--- src/rtl/smt_issue_pkg.sv ---
package smt_issue_pkg;

  typedef enum logic [1:0] {
    POL_ROTATE = 2'b00,
    POL_FIXED  = 2'b01,
    POL_ALTER  = 2'b10,
    POL_SPARE  = 2'b11
  } policy_e;

  // First set bit of req[n-1:0] searching upward from start, wrapping.
  function automatic int pick_up(input logic [31:0] req, input int n, input int start);
    int idx;
    int res;
    bit found;
    res = 0;
    found = 1'b0;
    for (int k = 0; k < 32; k++) begin
      if (k < n) begin
        idx = start + k;
        if (idx >= n) idx = idx - n;
        if (!found && req[idx]) begin
          res = idx;
          found = 1'b1;
        end
      end
    end
    return res;
  endfunction

  // First set bit of req[n-1:0] searching downward from n-1.
  function automatic int pick_down(input logic [31:0] req, input int n);
    int res;
    bit found;
    res = 0;
    found = 1'b0;
    for (int k = 31; k >= 0; k--) begin
      if (k < n && !found && req[k]) begin
        res = k;
        found = 1'b1;
      end
    end
    return res;
  endfunction

  // Length of the issue group formed from head entries.
  function automatic int group_len(input logic [31:0] vld, input logic [31:0] par, input int cap);
    int len;
    bit stop;
    len = 0;
    stop = 1'b0;
    for (int k = 0; k < 32; k++) begin
      if (k < cap && !stop) begin
        if (vld[k]) begin
          len = k + 1;
          if (par[k]) stop = 1'b1;
        end else begin
          stop = 1'b1;
        end
      end
    end
    return len;
  endfunction

endpackage

--- src/rtl/smt_thr_arbiter.sv ---
module smt_thr_arbiter
  import smt_issue_pkg::*;
#(
  parameter int NUM_THR = 6,
  parameter int TID_W   = 3
) (
  input  logic               clk,
  input  logic               rst_n,
  input  policy_e            mode,
  input  logic [NUM_THR-1:0] req,
  output logic               gnt_vld,
  output logic [TID_W-1:0]   gnt_tid,
  output logic [TID_W-1:0]   rr_last,
  output logic               alt_hi
);

  localparam logic [TID_W-1:0] LAST_TID = TID_W'(NUM_THR - 1);

  logic [TID_W-1:0] rr_start;

  always_comb begin
    rr_start = (rr_last >= LAST_TID) ? '0 : rr_last + 1'b1;
    gnt_vld  = |req;
    case (mode)
      POL_FIXED: gnt_tid = TID_W'(pick_up(32'(req), NUM_THR, 0));
      POL_ALTER: gnt_tid = alt_hi ? TID_W'(pick_down(32'(req), NUM_THR))
                                  : TID_W'(pick_up(32'(req), NUM_THR, 0));
      default:   gnt_tid = TID_W'(pick_up(32'(req), NUM_THR, int'(rr_start)));
    endcase
  end

  always_ff @(posedge clk) begin
    if (!rst_n) begin
      rr_last <= LAST_TID;
      alt_hi  <= 1'b0;
    end else if (gnt_vld) begin
      rr_last <= gnt_tid;
      if (mode == POL_ALTER) alt_hi <= ~alt_hi;
    end
  end

endmodule

--- src/rtl/smt_group_former.sv ---
module smt_group_former
  import smt_issue_pkg::*;
#(
  parameter int NUM_THR = 6,
  parameter int SLOTS   = 4,
  parameter int INSN_W  = 32,
  parameter int TID_W   = 3,
  parameter int CNT_W   = 3
) (
  input  logic                              sel_vld,
  input  logic [TID_W-1:0]                  sel_tid,
  input  logic [NUM_THR*SLOTS-1:0]          head_vld,
  input  logic [NUM_THR*SLOTS-1:0]          head_par,
  input  logic [NUM_THR*SLOTS-1:0]          head_pred,
  input  logic [NUM_THR*SLOTS*INSN_W-1:0]   head_insn,
  output logic [SLOTS-1:0]                  slot_valid,
  output logic [SLOTS*INSN_W-1:0]           issue_insn,
  output logic [NUM_THR*CNT_W-1:0]          pop_cnt
);

  localparam int ROW_W = SLOTS * INSN_W;

  logic [CNT_W-1:0] len_t [NUM_THR];
  logic [CNT_W-1:0] grp_len;
  logic [SLOTS-1:0] sel_pred;

  // Each thread's group length is computed in parallel, then selected.
  for (genvar t = 0; t < NUM_THR; t++) begin : g_len
    assign len_t[t] = CNT_W'(group_len(32'(head_vld[t*SLOTS +: SLOTS]),
                                       32'(head_par[t*SLOTS +: SLOTS]), SLOTS));
  end

  always_comb begin
    grp_len    = '0;
    sel_pred   = '0;
    issue_insn = '0;
    pop_cnt    = '0;
    for (int t = 0; t < NUM_THR; t++) begin
      if (sel_vld && sel_tid == TID_W'(t)) begin
        grp_len    = len_t[t];
        sel_pred   = head_pred[t*SLOTS +: SLOTS];
        issue_insn = head_insn[t*ROW_W +: ROW_W];
        pop_cnt[t*CNT_W +: CNT_W] = len_t[t];
      end
    end
  end

  for (genvar i = 0; i < SLOTS; i++) begin : g_slot
    assign slot_valid[i] = (CNT_W'(i) < grp_len) && sel_pred[i];
  end

endmodule

--- src/rtl/smt_issue_sel.sv ---
module smt_issue_sel
  import smt_issue_pkg::*;
#(
  parameter int NUM_THR = 6,
  parameter int SLOTS   = 4,
  parameter int INSN_W  = 32,
  parameter int TID_W   = $clog2(NUM_THR),
  parameter int CNT_W   = $clog2(SLOTS + 1)
) (
  input  logic                            clk,
  input  logic                            rst_n,
  input  logic [1:0]                      mode_sel,
  input  logic [NUM_THR-1:0]              q_empty,
  input  logic [NUM_THR*SLOTS-1:0]        head_vld,
  input  logic [NUM_THR*SLOTS-1:0]        head_par,
  input  logic [NUM_THR*SLOTS-1:0]        head_pred,
  input  logic [NUM_THR*SLOTS*INSN_W-1:0] head_insn,
  output logic                            grant_valid,
  output logic [TID_W-1:0]                grant_tid,
  output logic [SLOTS-1:0]                slot_valid,
  output logic [SLOTS*INSN_W-1:0]         issue_insn,
  output logic [NUM_THR*CNT_W-1:0]        pop_cnt
);

  // Named internal state brought out for the checker.
  logic [NUM_THR-1:0] thr_req;
  logic [TID_W-1:0]   rr_last;
  logic               alt_hi;

  assign thr_req = ~q_empty;

  smt_thr_arbiter #(
    .NUM_THR (NUM_THR),
    .TID_W   (TID_W)
  ) u_arb (
    .clk     (clk),
    .rst_n   (rst_n),
    .mode    (policy_e'(mode_sel)),
    .req     (thr_req),
    .gnt_vld (grant_valid),
    .gnt_tid (grant_tid),
    .rr_last (rr_last),
    .alt_hi  (alt_hi)
  );

  smt_group_former #(
    .NUM_THR (NUM_THR),
    .SLOTS   (SLOTS),
    .INSN_W  (INSN_W),
    .TID_W   (TID_W),
    .CNT_W   (CNT_W)
  ) u_grp (
    .sel_vld    (grant_valid),
    .sel_tid    (grant_tid),
    .head_vld   (head_vld),
    .head_par   (head_par),
    .head_pred  (head_pred),
    .head_insn  (head_insn),
    .slot_valid (slot_valid),
    .issue_insn (issue_insn),
    .pop_cnt    (pop_cnt)
  );

endmodule

--- config.mk ---
export PLATFORM = sky130hd
export DESIGN_NAME = smt_issue_sel
export DESIGN_NICKNAME = d
export VERILOG_FILES = /design/src/rtl/smt_issue_pkg.sv /design/src/rtl/smt_thr_arbiter.sv /design/src/rtl/smt_group_former.sv /design/src/rtl/smt_issue_sel.sv
export SDC_FILE = /design/constraint.sdc
export NUM_CORES = 1
export LEC_CHECK = 0
export ABC_AREA = 1
export BUFFER_PORTS_ARGS = -buffer_cell sky130_fd_sc_hd__buf_2
export CORE_AREA = 2 2 396 398
export CTS_CLUSTER_DIAMETER = 200
export CTS_CLUSTER_SIZE = 8
export DETAILED_ROUTE_END_ITERATION = 8
export DIE_AREA = 0 0 398 400
export PLACE_DENSITY = 0.3
export SYNTH_ARGS = -nofsm -noshare
export SYNTH_HDL_FRONTEND = slang
export SYNTH_SLANG_ARGS = --single-unit
--- constraint.sdc ---
create_clock -name clk -period 7.4 [get_ports clk]
set_clock_uncertainty 0.05 [all_clocks]
set_input_delay 1.85 -clock clk [delete_from_list [all_inputs] [get_ports clk]]
set_output_delay 1.85 -clock clk [all_outputs]
set_load 0.01 [all_outputs]
==> results.tsv <==
metric	value	unit
hold_buf cts	0	
largest net degree at the start of global routing	41	
final RePlAce weighted congestion	0.893	
clock sink count	4	
Fin Hold WS	428	ps
crit path launch	q_empty[5]	
Die Y	400	um
Total Nets Final	3433	
FMAX	0.141	GHz
Root Buffer	clkbuf_16	
CTS clk-pin slew, worst paths	30	ps
critical path type	input pin to output port	
Worst R2R Start	u_arb.rr_last[1]$_SDFFE_PN0P_	
number of remaining DRC errors	0	
Synth area leader	nand2_1	
Worst-Skew Late Latency	230	ps
area share of the largest cell type after synthesis	35.2	%
IO Pins	1004	
CTS H-Tree Depth	1	
via count	14802	
crit-path cells	buf_2, inv_1, nand2_1, o21ai_1, nand3_1, a21oi_2, nand2_1, nand3_1, nor2_1, nor2_1, nand3_1, nor2_2, nor2_4, buf_4, nand2_2, nor2_4, buf_12, buf_4, nand2_1, nand2_1, a221oi_1, buf_12, nand3_1, buf_2	
flop2flop setup slack	3640	ps
Worst Path Max Fanout	17	
YS warnings	0	
row count	145	
final WL	107000	um
GR Overflow Total	0	
Post-synth top flop	dfxtp_1	
fill cell count	18622	
drt pass-1 iters	5	
reg2reg end	u_arb.rr_last[2]$_SDFFE_PN1P_	
first-pass GRT wire length	133000	um
Commonest cells post-synth	nand2_1 (739), nand3_1 (207), a221oi_2 (95)	
post-CTS setup buffer count	0	
DIE AREA	159000	um2
Synth Cell Area	7890	um2
CTS tree	done	
Syn Inst Count	1481	
run status	finished clean	
clock buffer depth	2	
Starting Density	5.08	%
Slew Limit Fails	0	
vias per cell	3.20	
Crit path depth	24	
Critical Path AT	5220	ps
EDFF count, synth	0	
Final ANT Viol Nets	0	
DP HPWL	97800	um
Max Cap Viol	0	
largest cells by area after synthesis	nand2_1 (35%), a221oi_2 (18%), nand3_1 (13%)	
Post-synth ARST share	0	%
Iteration-0 DRC Markers	892	
syn_area_per_cell	5.32	um2
worst path bufs/invs	7	
Hold Crit Class	register to register	
CP endpoint	issue_insn[36]	
initial antenna violation count	75	
worst-margin pin slew	720	ps
most frequent cell after synthesis	nand2_1	
core footprint	155000	um2
Slew Limit Headroom	51.7	%
Yosys cell types	42	
family with the most delay on the worst path	simple AND/OR/NAND/NOR gates	
vias in the first global route	14686	
GRT Total Usage	12.4	%
share of cells above drive strength 1	52.0	%
Die W	398	um
cts bufs inserted	3	
R2R depth	27	
Finish-stage setup viols	0	
minimum clock period	7120	ps
sequential share of the synthesized area	1.02	%
critical path capture point type	output port	
worst endpoint required time	5500	ps
Synth-to-Final Area Change	113	%
Fin. Hold Viols	0	
Critical Path Max Stage Delay	650	ps
CP max stage cell	a221oi_1	
Synth Register Bits	4	
Post-Syn Nets	2354	
WL/cell	23.1	um
startpoint types	input pin	
Tcrit/Tclk final	96.2	%
Buffers on Ports	997	
## layout by cell type (no fill, tap or decap), types with 5 or more instances in the layout
| master | instances |
|---|---|
| inv_1 | 90 |
| a221oi_2 | 96 |
| diode_2 | 6 |
| o21ai_1 | 23 |
| nor4_1 | 5 |
| nor2_1 | 52 |
| nor2_4 | 6 |
| nand3_1 | 206 |
| ha_1 | 22 |
| nand2_2 | 15 |
| nor3_1 | 12 |
| nand4_1 | 27 |
| a21oi_1 | 12 |
| buf_2 | 989 |
| buf_12 | 29 |
| nand3_2 | 7 |
| nor2_2 | 6 |
| buf_4 | 147 |
| o21ai_0 | 13 |
| inv_2 | 7 |
| a221oi_1 | 11 |
| a221oi_4 | 5 |
| nand2_1 | 737 |
## area by class of cell
cell class | count | area, um2 | area share (%)
Inverter | 102 | 403 | 2.40
Sequential cell | 4 | 82.6 | 0.493
Timing Repair Buffer | 1165 | 6630 | 39.6
Antenna cell | 6 | 15.0 | 0.0896
Multi-Input combinational cell | 1284 | 6980 | 41.6
Clock buffer | 3 | 75.1 | 0.448
Tap cell | 2058 | 2570 | 15.4
## per-stage QoR
stage | instances | instance area, um2 | setup slack, ps | setup TNS [ps] | util, %
after CTS | 4616 | 16700 | 84.3 | 0 | 10.7
after floorplan | 1481 | 7890 | 1240 | 0 | -
after global placement | 4613 | 16600 | 87.6 | 0 | 10.7
final | 4622 | 16800 | 283 | 0 | 10.8
after detailed placement | 4613 | 16600 | 75.6 | 0 | 10.7
after global routing | 4620 | 16800 | -13.9 | -21.6 | 10.8
## worst reg2reg max path, cell delays in order (launching register included)
cell	delay, ps
dfxtp_2	350
inv_1	80
ha_1	200
inv_1	70
nand2_1	80
nand2_4	80
nand2_2	130
inv_2	90
ha_2	220
inv_1	70
nand2_1	70
nand2_2	60
inv_1	90
ha_1	230
inv_1	60
nand2_1	50
nand2_1	100
inv_1	70
a21oi_2	210
nand2_1	110
nand3_1	130
nor2_1	60
nor2_1	160
nand4_2	140
buf_4	160
a21boi_4	160
buf_4	260
o211ai_1	110
## layer usage
metal  vias up  part of all wire [%]  global-route usage, %  wire length [um]
met5         -                  0.23                      0               242
met4        42                   1.3                   1.44              1410
met3       140                   7.7                   3.35              8220
met2       760                    51                   22.5             54100
met1      6707                    40                   14.7             42800
li1       7153                     -                      -                 -
## what timing repair did
action / CTS / global route
setup endpoints to repair: 3 / 100
gates cloned: 0 / 0
pin swaps: 0 / 2
hold endpoints to repair: 0 / 0
gates resized for setup: 3 / 16
## registers in the layout, summed over array words and instances (netlist names)
signal         flops
u_arb.rr_last      3
u_arb.alt_hi       1
## cell families after synthesis
family | Yosys count | synth area share [%]
simple gates | 1084 | 58.4
compound gates | 177 | 24.9
buf+inv | 193 | 12.0
fa+ha+maj | 23 | 3.65
flops | 4 | 1.02
## how the worst min path moves through the flow
stage,start,to,slack (ps),cells past startpoint
floorplan,u_arb.alt_hi$_SDFFE_PN0P_,u_arb.alt_hi$_SDFFE_PN0P_,390,1
global placement,u_arb.alt_hi$_SDFFE_PN0P_,u_arb.alt_hi$_SDFFE_PN0P_,420,1
detailed placement,u_arb.alt_hi$_SDFFE_PN0P_,u_arb.alt_hi$_SDFFE_PN0P_,440,1
CTS,u_arb.alt_hi$_SDFFE_PN0P_,u_arb.alt_hi$_SDFFE_PN0P_,440,1
global route,u_arb.alt_hi$_SDFFE_PN0P_,u_arb.alt_hi$_SDFFE_PN0P_,460,1
finish,u_arb.alt_hi$_SDFFE_PN0P_,u_arb.alt_hi$_SDFFE_PN0P_,430,1
Power is left out: the tool's default activity adds up to more than one toggle a clock period on the data nets, which glitch-free logic cannot reach.
